[config.mk]
export PLATFORM = sky130hd
export DESIGN_NAME = press_rd_master
export DESIGN_NICKNAME = d
export VERILOG_FILES = /design/src/rtl/prd_pkg.sv /design/src/rtl/prd_qtr_timer.sv /design/src/rtl/prd_rx_assemble.sv /design/src/rtl/press_rd_master.sv
export SDC_FILE = /design/constraint.sdc
export NUM_CORES = 1
export LEC_CHECK = 0
export BUFFER_PORTS_ARGS = -buffer_cell sky130_fd_sc_hd__buf_2
export CORE_MARGIN = 2
export CORE_UTILIZATION = 58
export CTS_BUF_LIST = sky130_fd_sc_hd__clkbuf_8 sky130_fd_sc_hd__clkbuf_16
export CTS_CLUSTER_DIAMETER = 80
export DETAILED_ROUTE_END_ITERATION = 16
export PLACE_DENSITY_LB_ADDON = 0.08
export SETUP_SLACK_MARGIN = 0.02
export SYNTH_ARGS = -nofsm -noshare
export SYNTH_HDL_FRONTEND = slang
export SYNTH_SLANG_ARGS = --single-unit
[constraint.sdc]
create_clock -name clk -period 2.1 [get_ports clk]
set_clock_uncertainty 0.1 [all_clocks]
set_input_delay 0.42 -clock clk [delete_from_list [all_inputs] [get_ports clk]]
set_output_delay 0.42 -clock clk [all_outputs]
set_load 0.1 [all_outputs]
[src/rtl/prd_pkg.sv]
package prd_pkg;
   typedef enum logic [1:0] {
      ST_IDLE  = 2'd0,
      ST_START = 2'd1,
      ST_BITS  = 2'd2,
      ST_STOP  = 2'd3
   } prd_state_e;

   localparam int unsigned QUARTERS_PER_BIT = 4;
   localparam int unsigned SLOTS_PER_FRAME  = 9;
endpackage

[src/rtl/prd_qtr_timer.sv]
module prd_qtr_timer #(
   parameter int QTR_CLKS = 1
) (
   input  logic clk,
   input  logic rst_n,
   input  logic run,
   output logic tick
);
   localparam int CW = (QTR_CLKS > 1) ? $clog2(QTR_CLKS) : 1;
   localparam logic [CW-1:0] LAST = CW'(QTR_CLKS - 1);

   logic [CW-1:0] cnt;

   assign tick = run && (cnt == LAST);

   always_ff @(posedge clk or negedge rst_n) begin
      if (!rst_n)            cnt <= '0;
      else if (!run || tick) cnt <= '0;
      else                   cnt <= cnt + 1'b1;
   end

   // quarter counter never passes its terminal count
   a_r8_cnt_bound: assert property (@(posedge clk) disable iff (!rst_n)
      cnt <= LAST);
   // an idle timer restarts at zero
   a_r8_cnt_idle: assert property (@(posedge clk) disable iff (!rst_n)
      !run |=> cnt == '0);
endmodule

[src/rtl/prd_rx_assemble.sv]
module prd_rx_assemble #(
   parameter int NBYTES = 3,
   parameter int FW     = 2
) (
   input  logic                  clk,
   input  logic                  rst_n,
   input  logic                  shift_en,
   input  logic                  bit_in,
   input  logic                  last_bit,
   input  logic [FW-1:0]         frm,
   output logic [8*NBYTES-1:0]   word
);
   logic [6:0] sh;

   always_ff @(posedge clk or negedge rst_n) begin
      if (!rst_n)        sh <= '0;
      else if (shift_en) sh <= {sh[5:0], bit_in};
   end

   // one capture slot per byte; frame k+1 lands in byte lane k
   for (genvar k = 0; k < NBYTES; k++) begin : g_lane
      logic [7:0] lane;
      always_ff @(posedge clk or negedge rst_n) begin
         if (!rst_n)
            lane <= '0;
         else if (shift_en && last_bit && (frm == FW'(k + 1)))
            lane <= {sh, bit_in};
      end
      assign word[8*k +: 8] = lane;
   end
endmodule

[src/rtl/press_rd_master.sv]
module press_rd_master #(
   parameter logic [6:0] SLV_ADDR = 7'b0001000,
   parameter int         QTR_CLKS = 1,
   parameter int         NBYTES   = 3
) (
   input  logic                clk,
   input  logic                rst_n,
   input  logic                start_i,
   output logic                busy_o,
   output logic                valid_o,
   output logic                err_o,
   output logic [8*NBYTES-1:0] data_o,
   output logic                scl_lo_o,
   input  logic                scl_i,
   output logic                sda_lo_o,
   input  logic                sda_i
);
   import prd_pkg::*;

   localparam int FW = $clog2(NBYTES + 1);
   localparam int DW = 8 * NBYTES;
   localparam logic [7:0] ADDR_RD = {SLV_ADDR, 1'b1};
   localparam logic [3:0] ACK_SLOT = 4'(SLOTS_PER_FRAME - 1);

   if (QTR_CLKS < 1) begin : g_bad_qtr
      $error("QTR_CLKS must be at least 1");
   end
   if (NBYTES < 1) begin : g_bad_nbytes
      $error("NBYTES must be at least 1");
   end

   prd_state_e    st;
   logic [1:0]    q;
   logic [3:0]    bidx;
   logic [FW-1:0] frm;
   logic          sda_lo_q, err_q, valid_q;
   logic [DW-1:0] data_q, acc;
   logic          tick, ack_slot, want_lo, shift_en;

   prd_qtr_timer #(.QTR_CLKS(QTR_CLKS)) i_timer (
      .clk(clk), .rst_n(rst_n), .run(busy_o), .tick(tick));

   assign ack_slot = (bidx == ACK_SLOT);
   assign shift_en = tick && (st == ST_BITS) && (q == 2'd2) &&
                     (frm != '0) && !ack_slot;

   prd_rx_assemble #(.NBYTES(NBYTES), .FW(FW)) i_rx (
      .clk(clk), .rst_n(rst_n), .shift_en(shift_en), .bit_in(sda_i),
      .last_bit(bidx == 4'd7), .frm(frm), .word(acc));

   // SDA pull-down wanted for the current slot
   always_comb begin
      if (frm == '0)
         want_lo = ack_slot ? 1'b0 : ~ADDR_RD[3'd7 - bidx[2:0]];
      else
         want_lo = ack_slot ? (frm != FW'(NBYTES)) : 1'b0;
   end

   always_ff @(posedge clk or negedge rst_n) begin
      if (!rst_n) begin
         st <= ST_IDLE; q <= '0; bidx <= '0; frm <= '0;
         sda_lo_q <= 1'b0; err_q <= 1'b0; valid_q <= 1'b0; data_q <= '0;
      end else begin
         valid_q <= 1'b0;
         case (st)
            ST_IDLE: if (start_i) begin
               st <= ST_START; q <= '0; bidx <= '0; frm <= '0; err_q <= 1'b0;
            end
            ST_START: if (tick) begin
               q <= q + 2'd1;
               if (q == 2'd0) sda_lo_q <= 1'b1;
               if (q == 2'd3) st <= ST_BITS;
            end
            ST_BITS: if (tick) begin
               q <= q + 2'd1;
               if (q == 2'd0) sda_lo_q <= want_lo;
               if (q == 2'd2 && frm == '0 && ack_slot) err_q <= sda_i;
               if (q == 2'd3) begin
                  if (ack_slot) begin
                     bidx <= '0;
                     if ((frm == '0 && err_q) || frm == FW'(NBYTES)) st <= ST_STOP;
                     else frm <= frm + 1'b1;
                  end else begin
                     bidx <= bidx + 4'd1;
                  end
               end
            end
            ST_STOP: if (tick) begin
               q <= q + 2'd1;
               if (q == 2'd0) sda_lo_q <= 1'b1;
               if (q == 2'd2) sda_lo_q <= 1'b0;
               if (q == 2'd3) begin
                  st <= ST_IDLE;
                  if (!err_q) begin
                     valid_q <= 1'b1;
                     data_q  <= acc;
                  end
               end
            end
            default: st <= ST_IDLE;
         endcase
      end
   end

   assign busy_o   = (st != ST_IDLE);
   assign scl_lo_o = ((st == ST_BITS) || (st == ST_STOP)) && (q < 2'd2);
   assign sda_lo_o = sda_lo_q;
   assign valid_o  = valid_q;
   assign err_o    = err_q;
   assign data_o   = data_q;

   // bus released whenever idle
   a_r1_idle_released: assert property (@(posedge clk) disable iff (!rst_n)
      !busy_o |-> (!scl_lo_o && !sda_lo_o));
   // inside bit phases SDA holds while SCL stays high
   a_r2_sda_hold_high: assert property (@(posedge clk) disable iff (!rst_n)
      (st == ST_BITS && !scl_lo_o && $past(!scl_lo_o)) |-> $stable(sda_lo_o));
   // a released SCL reads back high (no stretching expected)
   a_r2_scl_released: assert property (@(posedge clk) disable iff (!rst_n)
      (!scl_lo_o && $past(!scl_lo_o)) |-> scl_i);
   // strobe lasts one clock and comes with busy low
   a_r6_valid_single: assert property (@(posedge clk) disable iff (!rst_n)
      valid_o |=> !valid_o);
   a_r6_valid_idle: assert property (@(posedge clk) disable iff (!rst_n)
      valid_o |-> !busy_o);
   // result word moves only with the strobe
   a_r6_data_with_valid: assert property (@(posedge clk) disable iff (!rst_n)
      !$stable(data_o) |-> valid_o);
   // a failed address never produces a result
   a_r7_no_valid_on_err: assert property (@(posedge clk) disable iff (!rst_n)
      valid_o |-> !err_o);
endmodule

==> impl_summary.log <==
INFO  metric clk-insertion-delay-late = 0.33 ns
INFO  metric floorplan.initialDensity = 0.608
INFO  metric power.switching = 1.64 mW
INFO  metric ir_worst_vdd = 1010 µV
INFO  metric synthDistinctLibCells = 41
INFO  metric drtIter0Drc = 82
INFO  metric fillers = 372
INFO  metric layout_min_cycle_time = 2.01 ns
INFO  metric met2_length = 2.64 mm
INFO  metric vias_in_the_first_global_route = 1947
INFO  metric power_dens_cells = 1170 nW/µm²
INFO  metric route.detailed.wl_per_inst = 15.1 µm
INFO  metric finalNetCount = 300
INFO  metric timing.setup.tns = 0 ns
INFO  metric critical_path.startpoint_type = flip-flop
INFO  metric design.core.area = 5170 µm²
INFO  metric max_slew.worst_pin.slew = 0.532 ns
INFO  metric fp.dieArea = 6020 µm²
INFO  metric finalMaxSlewViolations = 0
INFO  metric slowest_delay = 0.42 ns
INFO  metric final_number_of_hold_violating_endpoints = 0
INFO  metric worst_path_max_delay_cell = sky130_fd_sc_hd__dfrtp_1
INFO  metric critical_path_capture_point_type = flip-flop
INFO  metric power.share.combinational = 0.391
INFO  metric final_design_area_no_fill = 3760 µm²
INFO  metric yosys_register_bits = 69
INFO  metric num_antenna_cells = 0
INFO  metric cts_tree = done
INFO  metric post_synth_inst_count = 224
INFO  metric critical_path.n_buffers_inverters = 2
INFO  metric worstPathRequired = 2.21 ns
INFO  metric route.antenna.remaining_nets = 0
INFO  metric first_pass_grt_wire_length = 9.17 mm
INFO  metric cap_viol_max_count = 0
INFO  metric routed-via-count = 1900
INFO  metric mapped_avg_cell_area = 14.0 µm²
INFO  metric most_used_flip_flop_cell_after_synthesis = sky130_fd_sc_hd__dfrtp_1
INFO  metric syn_area = 3140 µm²
INFO  metric met3_wirelength = 117 µm
INFO  metric hold_path.class = in -> reg
INFO  metric routability_congestion = 0.810
INFO  metric placement.cell_area = 3500 µm²
INFO  metric root_buffer = sky130_fd_sc_hd__clkbuf_8
INFO  metric clock_transition_at_path_regs = 0.07 ns
INFO  metric max_clock_freq = 497 MHz
INFO  metric portion_of_the_post_synthesis_area_used_by_sequential_elements = 0.549
INFO  metric clock_power_share = 0.253
INFO  metric io_buffer_count = 32
INFO  metric timing.rr.start = q[0]
INFO  metric chipHeight = 77.6 µm
INFO  metric fp.dieW = 77.6 µm
INFO  metric synth_warnings = 0
INFO  metric grt_remaining_overflow = 0
INFO  metric met1Wirelength = 2.50 mm
INFO  metric detailedPlace.worstSlack = 0.0417 ns
INFO  metric critical_path_class = reg -> reg
INFO  metric dpl.hpwl = 3.75 mm
INFO  metric final.setup.worst_slack = 0.0879 ns
INFO  metric floorplan.rows = 26
INFO  metric drt_wl_total = 5.35 mm
INFO  metric path_cells = inv_2 > ha_2 > nor3b_4 > and4_4 > buf_12 > nand3_4 > mux2_4
INFO  metric final_layout_size_suffix_gt1_frac = 0.481
INFO  metric worstPathArrival = 2.13 ns
INFO  metric timing.slew.headroom = 0.645
INFO  metric fin_worst_hold_slack = 0.226 ns
INFO  metric firstDrtPassIters = 4
INFO  metric clk_sinks = 69
INFO  metric leakagePower = 1.99 nW
INFO  metric clock_tree.htree_level_count = 3
INFO  metric grt_usage = 0.196
INFO  metric cell_internal_pwr = 2.77 mW
INFO  metric maximum_number_of_pins_on_one_net_before_global_route_repair = 45
INFO  metric critical_path.top_delay_family = simple AND/OR/NAND/NOR gates
INFO  metric hp-start = start_i
INFO  metric fin_crit_sh = 0.958
INFO  metric synth-edff-count = 0
INFO  metric clock_tree.buffer_depth = 2
INFO  metric startpoint = q[0]
INFO  metric drcViolationCount = 0
INFO  metric synthArstFlopShare = 1.00
INFO  metric synth_nets = 242
INFO  metric flop_pwr_share = 0.356
INFO  metric num_io_pins = 34
INFO  metric run_status = finished, final reports clean
INFO  metric power.switching_fraction = 0.372
INFO  metric routed_via_density = 5.35
INFO  metric syn_to_final_growth = 19.6%
INFO  metric highest_layer = met4
INFO  metric total_cts_buffers = 9
INFO  metric worstPathMaxFanout = 10
INFO  metric grt_antenna_before_repair = 0
INFO  metric finalSetupViolations = 0
power by group through the flow:
stage	Sequential, mW	Combinational, mW	Clock (mW)
after detailed placement	1.59	1.66	0
after floorplan	1.87	0.933	0
after CTS	1.57	1.67	1.14
after global placement	1.59	1.64	0
after global routing	1.60	1.89	1.19
final	1.57	1.72	1.12
cell usage in the layout (no fill, tap or decap), types with 3 or more instances in the layout:
cell / count
sky130_fd_sc_hd__and3_1: 3
sky130_fd_sc_hd__buf_2: 31
sky130_fd_sc_hd__buf_4: 20
sky130_fd_sc_hd__clkbuf_8: 9
sky130_fd_sc_hd__dfrtp_1: 68
sky130_fd_sc_hd__ha_1: 11
sky130_fd_sc_hd__inv_1: 12
sky130_fd_sc_hd__mux2_2: 52
sky130_fd_sc_hd__mux2_4: 3
sky130_fd_sc_hd__mux2i_1: 3
sky130_fd_sc_hd__nand2_1: 7
sky130_fd_sc_hd__nand2b_1: 3
sky130_fd_sc_hd__nand3_1: 3
sky130_fd_sc_hd__nand3_4: 3
sky130_fd_sc_hd__nor2_1: 3
sky130_fd_sc_hd__o21ai_0: 7
sky130_fd_sc_hd__o22ai_1: 3
what timing repair did:
item	in CTS	in global routing
hold buffers	1	0
gates resized for setup	0	9
hold endpoints to repair	25	0
setup endpoints to repair	0	26
buffers inserted	0	3
synth_stat cells, types with 2 or more instances:
master | n | share of area
sky130_fd_sc_hd__a21oi_1 | 3 | 0.0048
sky130_fd_sc_hd__and2_1 | 2 | 0.0040
sky130_fd_sc_hd__and3_1 | 3 | 0.0060
sky130_fd_sc_hd__and3b_1 | 2 | 0.0056
sky130_fd_sc_hd__buf_2 | 2 | 0.0032
sky130_fd_sc_hd__buf_6 | 4 | 0.014
sky130_fd_sc_hd__dfrtp_1 | 69 | 0.55
sky130_fd_sc_hd__ha_1 | 13 | 0.052
sky130_fd_sc_hd__inv_1 | 12 | 0.014
sky130_fd_sc_hd__mux2_1 | 4 | 0.014
sky130_fd_sc_hd__mux2_2 | 52 | 0.19
sky130_fd_sc_hd__mux2i_1 | 3 | 0.0096
sky130_fd_sc_hd__nand2_1 | 7 | 0.0084
sky130_fd_sc_hd__nand2b_1 | 3 | 0.0060
sky130_fd_sc_hd__nand3_1 | 3 | 0.0048
sky130_fd_sc_hd__nand3_4 | 3 | 0.017
sky130_fd_sc_hd__nor2_1 | 4 | 0.0048
sky130_fd_sc_hd__nor2b_1 | 2 | 0.0040
sky130_fd_sc_hd__nor3b_2 | 2 | 0.0080
sky130_fd_sc_hd__o21ai_0 | 7 | 0.011
sky130_fd_sc_hd__o22ai_1 | 3 | 0.0060
sky130_fd_sc_hd__o311ai_0 | 2 | 0.0056
metrics by stage:
| step | utilization | power (mW) | std cells |
|---|---|---|---|
| floorplan | - | 2.80 | 224 |
| global placement | 0.676 | 3.23 | 337 |
| detailed placement | 0.676 | 3.25 | 337 |
| CTS | 0.717 | 4.38 | 352 |
| global route | 0.727 | 4.68 | 355 |
| finish | 0.727 | 4.42 | 355 |
per-layer routing:
| metal | vias up | GRT usage |
|---|---|---|
| li1 | 912 | - |
| met1 | 952 | 0.263 |
| met2 | 27 | 0.313 |
| met3 | 9 | 0.0360 |
| met4 | 0 | 0.0857 |
| met5 | - | 0 |
sequential cells by signal, indices dropped and copies added (netlist names):
signal,flops
data_o,24
i_rx.g_lane.lane,24
i_rx.sh,7
bidx,4
frm,2
q,2
st,2
err_o,1
i_timer.cnt,1
sda_lo_o,1
valid_o,1
layout make-up:
class                      instances  area, µm²  area share
inverter                          12       45.0      0.0120
timing repair buffer              54        355      0.0945
multi-input combinational        136       1340       0.357
clock inverter                     5       78.8      0.0210
sequential                        69       1730       0.460
tap                               70       87.6      0.0233
clock buffer                       9        124      0.0330
path summary, 6_finish.rpt:
path	to	slack, ns	depth (start not counted)
max	i_rx.g_lane[0].lane[2]	0.09	7
min	q[1]	0.23	2
max reg2reg	i_rx.g_lane[0].lane[2]	0.09	7
min reg2reg	data_o[9]	0.40	1
max in group asynchronous	data_o[8]	0.93	3
min in group asynchronous	data_o[19]	0.51	3
cells by family after synthesis:
family / count (synthesis) / synth area share
muxes: 60 / 0.215
other: 1 / 0.00119
xor gates and xnor gates: 1 / 0.00279
buffers and inverters: 19 / 0.0330
and+or+nand+nor: 36 / 0.0876
AOI/OAI and AO/OA: 25 / 0.0593
DFF: 69 / 0.549
adders and majority gates: 13 / 0.0518
Power figures use the tool's default switching activity.
